===== src/rtl/fsp_pkg.sv =====
`timescale 1ns/100ps
package fsp_pkg;
  localparam int unsigned BIT_EN  = 0;
  localparam int unsigned BIT_ERS = 1;
  localparam int unsigned BIT_WRT = 2;
  localparam int unsigned BIT_RDF = 3;
  localparam int unsigned BIT_CLR = 4;
  localparam int unsigned CTL_W   = 5;

  localparam logic OP_ERASE = 1'b0;
  localparam logic OP_WRITE = 1'b1;

  typedef enum logic [2:0] {
    CMD_NONE, CMD_FILL, CMD_ERASE, CMD_WRITE, CMD_FUSE
  } cmd_e;

  typedef enum logic [1:0] {SEQ_IDLE, SEQ_ISSUE, SEQ_RUN} seq_e;

  // Priority pick among the command bits written with the enable.
  function automatic cmd_e pick_cmd(input logic [CTL_W-1:0] v);
    if (!v[BIT_EN])      return CMD_NONE;
    else if (v[BIT_ERS]) return CMD_ERASE;
    else if (v[BIT_WRT]) return CMD_WRITE;
    else if (v[BIT_RDF]) return CMD_FUSE;
    else                 return CMD_FILL;
  endfunction

  // Register image of a held command.
  function automatic logic [CTL_W-1:0] cmd_bits(input cmd_e c);
    logic [CTL_W-1:0] b;
    b = '0;
    b[BIT_EN]  = (c != CMD_NONE);
    b[BIT_ERS] = (c == CMD_ERASE);
    b[BIT_WRT] = (c == CMD_WRITE);
    b[BIT_RDF] = (c == CMD_FUSE);
    return b;
  endfunction
endpackage


===== src/rtl/fsp_cmd_window.sv =====
`timescale 1ns/100ps
module fsp_cmd_window
  import fsp_pkg::*;
#(
  parameter int unsigned WIN    = 4,
  parameter int unsigned RD_WIN = 3
) (
  input  logic             clk,
  input  logic             rst_n,
  input  logic             wr,
  input  logic [CTL_W-1:0] wdata,
  input  logic             st,
  input  logic             ld,
  input  logic             op_busy,
  input  logic             op_done,
  output logic [CTL_W-1:0] reg_bits,
  output logic             fire_fill,
  output logic             fire_erase,
  output logic             fire_write,
  output logic             fire_fuse,
  output logic             clr_buf
);
  localparam int unsigned CNT_W = $clog2(WIN + 1);
  localparam logic [CNT_W-1:0] WIN_C    = CNT_W'(WIN);
  localparam logic [CNT_W-1:0] RD_FLOOR = CNT_W'(WIN - RD_WIN);

  cmd_e             cmd_q, cmd_d;
  logic [CNT_W-1:0] cnt_q, cnt_d;
  logic             accept_wr, armed, expire;
  cmd_e             picked;

  assign accept_wr = wr & ~op_busy;
  assign picked    = pick_cmd(wdata);
  assign armed     = (cnt_q != '0) & ~wr;
  assign clr_buf   = accept_wr & wdata[BIT_CLR];

  assign fire_fill  = armed & st & (cmd_q == CMD_FILL);
  assign fire_erase = armed & st & (cmd_q == CMD_ERASE);
  assign fire_write = armed & st & (cmd_q == CMD_WRITE);
  assign fire_fuse  = armed & ld & (cmd_q == CMD_FUSE) & (cnt_q > RD_FLOOR);
  assign expire     = armed & (cnt_q == CNT_W'(1));

  always_comb begin
    cmd_d = cmd_q;
    cnt_d = cnt_q;
    if (op_done) begin
      cmd_d = CMD_NONE;
      cnt_d = '0;
    end else if (accept_wr) begin
      cmd_d = picked;
      cnt_d = (picked == CMD_NONE) ? '0 : WIN_C;
    end else if (fire_fill || fire_fuse) begin
      cmd_d = CMD_NONE;
      cnt_d = '0;
    end else if (fire_erase || fire_write) begin
      cnt_d = '0;
    end else if (expire) begin
      cmd_d = CMD_NONE;
      cnt_d = '0;
    end else if (cnt_q != '0) begin
      cnt_d = cnt_q - CNT_W'(1);
    end
  end

  always_ff @(posedge clk or negedge rst_n) begin
    if (!rst_n) begin
      cmd_q <= CMD_NONE;
      cnt_q <= '0;
    end else begin
      cmd_q <= cmd_d;
      cnt_q <= cnt_d;
    end
  end

  assign reg_bits = cmd_bits(cmd_q);

  assert_cnt_bound_R2: assert property (@(posedge clk) disable iff (!rst_n)
    cnt_q <= WIN_C);
  assert_expire_clears_R2: assert property (@(posedge clk) disable iff (!rst_n)
    (cnt_q == CNT_W'(1) && !wr && !st && !op_done) |=> (cmd_q == CMD_NONE));
  assert_single_fire_R9: assert property (@(posedge clk) disable iff (!rst_n)
    $onehot0({fire_fill, fire_erase, fire_write, fire_fuse}));
  assert_op_frozen_R10: assert property (@(posedge clk) disable iff (!rst_n)
    (op_busy && !op_done) |=> $stable(cmd_q));
endmodule


===== src/rtl/fsp_page_buffer.sv =====
`timescale 1ns/100ps
module fsp_page_buffer #(
  parameter int unsigned DATA_W = 16,
  parameter int unsigned IDX_W  = 5
) (
  input  logic              clk,
  input  logic              rst_n,
  input  logic              we,
  input  logic [IDX_W-1:0]  widx,
  input  logic [DATA_W-1:0] wdata,
  input  logic              clr,
  input  logic [IDX_W-1:0]  ridx,
  output logic [DATA_W-1:0] rdata
);
  localparam int unsigned DEPTH = 1 << IDX_W;

  logic [DATA_W-1:0] word_q [DEPTH];

  for (genvar g = 0; g < DEPTH; g++) begin : g_word
    logic hit;
    assign hit = we && (widx == IDX_W'(g));
    always_ff @(posedge clk or negedge rst_n) begin
      if (!rst_n)   word_q[g] <= '1;
      else if (clr) word_q[g] <= '1;
      else if (hit) word_q[g] <= wdata;
    end
  end

  assign rdata = word_q[ridx];

  assert_clear_fills_R7: assert property (@(posedge clk) disable iff (!rst_n)
    clr |=> (word_q[0] == '1 && word_q[DEPTH-1] == '1));
  assert_write_lands_R3: assert property (@(posedge clk) disable iff (!rst_n)
    (we && !clr && widx == '0) |=> (word_q[0] == $past(wdata)));
endmodule


===== src/rtl/fsp_flash_seq.sv =====
`timescale 1ns/100ps
module fsp_flash_seq
  import fsp_pkg::*;
#(
  parameter int unsigned PAGE_W = 10
) (
  input  logic              clk,
  input  logic              rst_n,
  input  logic              fire_erase,
  input  logic              fire_write,
  input  logic [PAGE_W-1:0] page_in,
  input  logic              fl_busy,
  output logic              fl_req,
  output logic              fl_op,
  output logic [PAGE_W-1:0] fl_page,
  output logic              op_busy,
  output logic              op_done
);
  seq_e state_q;
  logic busy_q;

  assign op_done = (state_q == SEQ_RUN) & busy_q & ~fl_busy;
  assign op_busy = (state_q != SEQ_IDLE);
  assign fl_req  = (state_q == SEQ_ISSUE);

  always_ff @(posedge clk or negedge rst_n) begin
    if (!rst_n) begin
      state_q <= SEQ_IDLE;
      busy_q  <= 1'b0;
      fl_op   <= OP_ERASE;
      fl_page <= '0;
    end else begin
      busy_q <= fl_busy;
      case (state_q)
        SEQ_IDLE: if (fire_erase || fire_write) begin
          state_q <= SEQ_ISSUE;
          fl_op   <= fire_write ? OP_WRITE : OP_ERASE;
          fl_page <= page_in;
        end
        SEQ_ISSUE: state_q <= SEQ_RUN;
        SEQ_RUN:   if (op_done) state_q <= SEQ_IDLE;
        default:   state_q <= SEQ_IDLE;
      endcase
    end
  end

  assert_req_single_R4: assert property (@(posedge clk) disable iff (!rst_n)
    fl_req |=> !fl_req);
  assert_req_follows_fire_R5: assert property (@(posedge clk) disable iff (!rst_n)
    (fire_erase || fire_write) |=> (fl_req && fl_op == $past(fire_write)));
  assert_busy_keeps_op_R6: assert property (@(posedge clk) disable iff (!rst_n)
    (state_q == SEQ_RUN && fl_busy) |=> op_busy);
endmodule


===== src/rtl/flash_selfprog_ctrl.sv =====
`timescale 1ns/100ps
module flash_selfprog_ctrl
  import fsp_pkg::*;
#(
  parameter int unsigned Z_W    = 16,
  parameter int unsigned DATA_W = 16,
  parameter int unsigned IDX_W  = 5,
  parameter int unsigned FB_W   = 8,
  parameter int unsigned WIN    = 4,
  parameter int unsigned RD_WIN = 3
) (
  input  logic                   clk,
  input  logic                   rst_n,
  input  logic                   ctl_wr,
  input  logic [4:0]             ctl_wdata,
  output logic [4:0]             ctl_rdata,
  input  logic                   st_strobe,
  input  logic                   ld_strobe,
  input  logic [Z_W-1:0]         zptr,
  input  logic [DATA_W-1:0]      st_data,
  input  logic [FB_W-1:0]        fuse_bits,
  input  logic [FB_W-1:0]        lock_bits,
  output logic                   ld_special,
  output logic [FB_W-1:0]        ld_data,
  output logic                   cpu_halt,
  output logic                   fl_req,
  output logic                   fl_op,
  output logic [Z_W-IDX_W-2:0]   fl_page,
  input  logic                   fl_busy,
  input  logic [IDX_W-1:0]       buf_rd_idx,
  output logic [DATA_W-1:0]      buf_rd_data
);
  localparam int unsigned PAGE_W = Z_W - IDX_W - 1;

  function automatic logic [IDX_W-1:0] word_of(input logic [Z_W-1:0] z);
    return z[IDX_W:1];
  endfunction

  function automatic logic [PAGE_W-1:0] page_of(input logic [Z_W-1:0] z);
    return z[Z_W-1:IDX_W+1];
  endfunction

  logic fire_fill, fire_erase, fire_write, fire_fuse, clr_buf;
  logic op_busy, op_done;

  fsp_cmd_window #(.WIN(WIN), .RD_WIN(RD_WIN)) u_window (
    .clk        (clk),
    .rst_n      (rst_n),
    .wr         (ctl_wr),
    .wdata      (ctl_wdata),
    .st         (st_strobe),
    .ld         (ld_strobe),
    .op_busy    (op_busy),
    .op_done    (op_done),
    .reg_bits   (ctl_rdata),
    .fire_fill  (fire_fill),
    .fire_erase (fire_erase),
    .fire_write (fire_write),
    .fire_fuse  (fire_fuse),
    .clr_buf    (clr_buf)
  );

  fsp_page_buffer #(.DATA_W(DATA_W), .IDX_W(IDX_W)) u_buf (
    .clk   (clk),
    .rst_n (rst_n),
    .we    (fire_fill),
    .widx  (word_of(zptr)),
    .wdata (st_data),
    .clr   (clr_buf),
    .ridx  (buf_rd_idx),
    .rdata (buf_rd_data)
  );

  fsp_flash_seq #(.PAGE_W(PAGE_W)) u_seq (
    .clk        (clk),
    .rst_n      (rst_n),
    .fire_erase (fire_erase),
    .fire_write (fire_write),
    .page_in    (page_of(zptr)),
    .fl_busy    (fl_busy),
    .fl_req     (fl_req),
    .fl_op      (fl_op),
    .fl_page    (fl_page),
    .op_busy    (op_busy),
    .op_done    (op_done)
  );

  assign cpu_halt   = op_busy;
  assign ld_special = fire_fuse;
  assign ld_data    = !fire_fuse ? '0 : (zptr[0] ? lock_bits : fuse_bits);

  assert_halt_keeps_enable_R6: assert property (@(posedge clk) disable iff (!rst_n)
    cpu_halt |-> (ctl_rdata[BIT_EN] && (ctl_rdata[BIT_ERS] || ctl_rdata[BIT_WRT])));
  assert_halt_ends_clear_R6: assert property (@(posedge clk) disable iff (!rst_n)
    $fell(cpu_halt) |-> (ctl_rdata == '0));
  assert_clr_reads_zero_R7: assert property (@(posedge clk) disable iff (!rst_n)
    !ctl_rdata[BIT_CLR]);
  assert_no_clear_in_op_R10: assert property (@(posedge clk) disable iff (!rst_n)
    cpu_halt |=> $stable(buf_rd_data) || $changed(buf_rd_idx));
endmodule


===== config.mk =====
export PLATFORM = sky130hd
export DESIGN_NAME = flash_selfprog_ctrl
export DESIGN_NICKNAME = d
export VERILOG_FILES = /design/src/rtl/fsp_pkg.sv /design/src/rtl/fsp_cmd_window.sv /design/src/rtl/fsp_page_buffer.sv /design/src/rtl/fsp_flash_seq.sv /design/src/rtl/flash_selfprog_ctrl.sv
export SDC_FILE = /design/constraint.sdc
export NUM_CORES = 1
export LEC_CHECK = 0
export BUFFER_PORTS_ARGS = -buffer_cell sky130_fd_sc_hd__buf_2
export CAP_MARGIN = 30
export CORE_UTILIZATION = 30
export CTS_CLUSTER_DIAMETER = 30
export DETAILED_ROUTE_END_ITERATION = 10
export SKIP_CTS_REPAIR_TIMING = 1
export SLEW_MARGIN = 20
export SYNTH_ARGS = -nofsm -noshare
export SYNTH_HDL_FRONTEND = slang
export SYNTH_SLANG_ARGS = --single-unit

===== constraint.sdc =====
create_clock -name clk -period 3.99 [get_ports clk]
set_input_delay 1.197 -clock clk [delete_from_list [all_inputs] [get_ports clk]]
set_output_delay 1.197 -clock clk [all_outputs]
set_load 0.01 [all_outputs]

After elaboration in Yosys (flattened, before gate mapping)
Cells that the tools add are included.
Cells by class
  add/sub/neg operators: 1
  multipliers: 0
  div/mod/pow operators: 0
  order comparisons: 2
  equality and inequality tests: 41
  shifts and indexed selects: 0
  mux-type cells: 89
  bitwise logic cells: 17
  reductions and logical operators: 77
Operators with widths (number)
  $mux W16: 66
  $bmux W16 S5: 1
  $eq A5 B5 Y1 const B: 16
  $reduce_bool A2 Y1: 33
  $mux W3: 16
  $eq A5 B4 Y1 const B: 8
  $logic_and A1 B1 Y1: 32
  $eq A5 B3 Y1 const B: 4
  $mux W8: 2
  $and A1 B1 Y1: 13
  $eq A5 B2 Y1 const B: 2
  $eq A3 B1 Y1 const B: 2
  $eq A3 B2 Y1 const B: 2
  $ge A6 B6 Y1 const B: 1
  $not A5 Y6: 1
  $pmux W2 S3: 1
  $reduce_and A2 Y1: 3
  $reduce_bool A3 Y1: 2
  $reduce_bool A6 Y1: 1
  $eq A5 B1 Y1 const B: 1
  $logic_not A5 Y1: 1
  $mux W2: 2
  $ne A4 B4 Y1 const B: 1
  $reduce_bool A4 Y1: 1
  12 further kinds: 15
Storage, ports and cells
  flip-flop bits (word level): 532
  bits in latches: 0
  bits in writable memories: 0
  bits in read-only memories: 0
  input port bits: 64
  memories kept: 0

Depth between registers and ports, before layout
  depth in word-level cells: 9
  depth in mapped cells: 9
  depth with buffers taken out: 8

Modules after synthesis
Synthesis repeated with hierarchy kept, for this count alone.
Second synthesis, totals
  cell total of the unflattened synthesis: 2778
  area total of the unflattened synthesis: 28015.6 sq um
By module, submodules not included
  fsp_page_buffer: times used 1, cells an instance 2671, area each 26768.2 sq um, sequential area each 13452.9 sq um
  fsp_flash_seq: times used 1, cells an instance 35, area each 588.1 sq um, sequential area each 350.3 sq um
  fsp_cmd_window: times used 1, cells an instance 55, area each 518.0 sq um, sequential area each 150.1 sq um
  flash_selfprog_ctrl: times used 1, cells an instance 17, area each 141.4 sq um, sequential area each 0.0 sq um

Worst setup path after synthesis
Ideal clock, no wire load.
  kind: input-to-output
  start point: input buf_rd_idx[0]
  end point: output buf_rd_data[10]
  data arrival time: 2.595 ns
  path slack: 0.198 ns
  stages: 7
  buffers on the path: 3
  cell sequence: clkbuf_1 > buf_2 > buf_1 > mux2i_1 > a22oi_1 > a31oi_1 > nand3_1
On the way
  longest elaborated chain between the ends: 4
Ends and longest elaborated chain
  start: declaration: line flash_selfprog_ctrl.sv:30  | input logic [IDX_W-1:0] buf_rd_idx,
  $not A5 Y6 (not written as such): line fsp_page_buffer.sv:29  | assign rdata = word_q[ridx];
  $bmux W16 S5: line fsp_page_buffer.sv:29
  $mux W16 (not written as such) (2 in series): line fsp_page_buffer.sv:29
  end: declaration: line flash_selfprog_ctrl.sv:31  | output logic [DATA_W-1:0] buf_rd_data
Every way passes these cells. The select of a mux whose other input is x is not followed.

Final worst setup path
  start point: input buf_rd_idx[0]
  end point: output buf_rd_data[0]
The elaborated chain is that of the path after synthesis.

==> impl_results.md <==
* Status: finished with violations
* Violated checks: negative setup slack
* Ratio of final minimum period to clock period at 102%
* First-pass GRT wire length at 141,000 um
* Kind of cell adding the most delay to the critical path: buffers and inverters
* EDFF count, synth at 0
* Synth Register Bits at about 530
* Mapped Area at about 26,000 um^2
* Die Wd at 298 um
* Leak at 16.1 nW
* Vias in the first global route at 22,008
* Crit path largest cell delay at 230 ps
* Port bufs at 105
* Distinct cell type count after synthesis at 50
* Top_reg_cell synth: dfstp_2
* Max-Cap Viols at 0
* Core area at ~87,000 um^2
* Critical path class: input port to output port
* P_int at 0.0133 W
* Hold path start: u_buf.word_q[7]
* GP Congestion at 0.873
* Die Height at 298 um
* Initial antenna violation count at 3
* DRT iter0 DRCs at 2,204
* Final hold vios at 0
* Drt total wl at 95,900 um
* Residual DRC at 0
* Power Density at around 520 nW/um^2
* Sequential Power Share at 32.2%
* Die ar. at 89,000 um^2
* Switch share at 24.9%
* DRT antenna net count at 0
* Clk buf depth at 3
* Remaining Overflow, GRT at 0
* FP Rows at 108
* Min Tclk post-route at between 4000 and 5000 ps
* Critical Path, Cell by Cell: buf_12 -> buf_12 -> buf_4 -> mux2i_1 -> a22o_1 -> nor3_2 -> a31oi_1 -> nand3_2 -> buf_2
* NumNets Final at 2,830
* Logic pwr share at 9.3%
* Reg clk slew, reported paths at 50 ps
* Fin util at 39.1%
* Fin. max-slew vios at 0
* Layout cells sized above 1 at 38.6%
* Worst Skew at 22.0 ps
* RSZ-0062 raised after global routing: yes
* Share of the yosys chip area belonging to registers at between 50% and 60%
* Vias at ~22,000
* Top achievable clock speed at 246 MHz
* Overall routing resource usage at 20.6%
* Maximum fanout along the worst path at 26
* Syn Inst Count at 2,579
* DRT Pass-1 Iters at 5
* Mean routed wirelength per cell at 23.9 um
* Worst-margin pin slew at 808 ps
* H-Tree Depth at 3
* CTS root buffer: clkbuf_16
* Crit-path slowest cell: mux2i_1
* Reg2reg start: u_window.cnt_q[0]
* TNS Setup at -188 ps
* Crit. Startpoint: buf_rd_idx[0]
* Crit. End Element: output port
* CP required at 2790 ps
* Ant diodes at 0
* Mapped Avg Cell Area at 10.2 um^2
* Buf/Inv on CP at 4
* FFs w/ async S/R, synth at 100%
* Area grow syn2layout at 28.9%
* CTS Buf Count at 119
* Clock power share at around three fifths
* CTS tree: done
* Vias per inst at 5.59
* Hold Crit Class: register to register
* Synth warn at 0
* Num Clock Sinks at between 500 and 600
* Boundary pin count at around 110
* Final setup margin at -69.2 ps
* Crit-path most repeated cell: buf_12
* Slew headroom at 46.2%
* Peak VDD IR at 0.504 mV
* Starting density of the core at 30.3%
* CP arrival at roughly 2900 ps
* Post-detail-place hpwl at 56,900 um
* Syn nets at 2,646
* CP Launch Type: input port
* Clock latency on the worst-skew pair at between 600 and 700 ps
* Net Sw Power at ~0.0044 W
* Largest net degree at the start of global routing at 132
* Final setup violation count at 6
-- cells by family (layout without fill, tap and decap cells) --
family / Yosys count / after routing / synth area share [%]
simple gates: 841 / 842 / 13.5
compound gates: 668 / 668 / 18.8
flops: 532 / 532 / 52.9
mux: 275 / 275 / 10.5
buf+inv: 259 / 543 / 4.12
fa+ha+maj: 3 / 3 / 0.142
other cells: 1 / 1 / 0.0142
-- sequential cells by signal, indices dropped and copies added (netlist names) --
register,count
u_window.cmd_q,3
u_seq.fl_op,1
u_buf.word_q,512
u_window.cnt_q,3
u_seq.busy_q,1
u_seq.state_q,2
u_seq.fl_page,10
-- power groups by stage --
stage / combinational [W] / sequential [W] / clock, W
after detailed placement: 0.00155 / 0.00578 / 0
after CTS: 0.00156 / 0.00572 / 0.0104
after floorplan: 0.000848 / 0.00578 / 0
final: 0.00165 / 0.00572 / 0.0104
after global placement: 0.00155 / 0.00578 / 0
after global routing: 0.00175 / 0.00574 / 0.0107
-- final timing paths --
| path | cells past startpoint | endpoint | slack (ps) |
|---|---|---|---|
| min | 2 | u_buf.word_q[7] | 490 |
| min in group asynchronous | 1 | u_buf.word_q[417] | 740 |
| min reg2reg | 2 | u_buf.word_q[7] | 490 |
| max | 9 | buf_rd_data[0] | -70 |
| max reg2reg | 8 | u_buf.word_q[4] | 1310 |
| max in group asynchronous | 2 | u_buf.word_q[85] | 2550 |
-- synthesized netlist by cell type, types with 18 or more instances --
| library cell | instances | area [um^2] |
|---|---|---|
| nand2_1 | 682 | 2560 |
| dfstp_2 | 512 | 13500 |
| o211ai_1 | 512 | 3840 |
| mux2i_1 | 264 | 2640 |
| clkbuf_1 | 140 | 526 |
| buf_2 | 78 | 390 |
| a22oi_1 | 64 | 480 |
| nand3_1 | 48 | 240 |
| a21oi_1 | 37 | 185 |
| a22o_1 | 32 | 280 |
| buf_1 | 30 | 113 |
| dfrtp_1 | 20 | 500 |
| nor3_1 | 18 | 90.1 |
-- per-stage QoR --
stage          power, W  hold WS [ps]  setup slack, ps  std cells  area (um^2)
6_report         0.0178           495            -69.2       4019        34000
5_1_grt          0.0182           507             -109       4019        34000
4_1_cts          0.0177           497             -183       3976        33300
3_5_place_dp    0.00733           488             -168       3754        29000
3_3_place_gp    0.00733           485             -207       3754        29000
2_1_floorplan   0.00663           472              198       2579        26400
-- per-layer routing --
metal,part of all wire (%),GRT usage [%]
met3,8.4,4.19
met1,44,29.4
met5,0,0
met4,3.1,7.19
met2,45,30.9
-- placed cells by master, fill, tap and decap left out, types with 4 or more instances in the layout --
cell type	n
nor2_1	14
a31oi_1	15
o211ai_1	512
mux2i_1	258
clkinvlp_4	14
a21oi_1	37
dfrtp_1	20
buf_6	7
inv_1	7
mux2_2	11
bufinv_16	19
nand2_1	681
buf_12	33
clkinv_4	5
clkbuf_8	22
clkbuf_16	125
a22o_1	32
buf_16	4
buf_4	163
buf_2	101
clkbuf_1	9
nor3_1	7
nor3_2	10
nand3_1	39
nand3_2	8
nor2b_1	10
mux2i_2	6
nand2_2	6
nand4_1	17
dfstp_2	512
nand2b_1	5
a22oi_1	63
clkinv_2	25
nand3b_1	4
-- cell type report --
class | count | area (um^2)
fill | 8406 | 52900
multi-input combinational | 1789 | 11500
inverter | 8 | 30.0
tap | 1155 | 1450
timing repair buffer | 313 | 2690
sequential | 532 | 14000
clock buffer | 152 | 3360
clock inverter | 70 | 943
-- worst min-delay path, cell delays in order, from the launching register on --
cell,delay [ps]
dfstp_2,360
nand2_1,50
o211ai_1,80
Note: power is estimated with default switching activity, not from simulation.
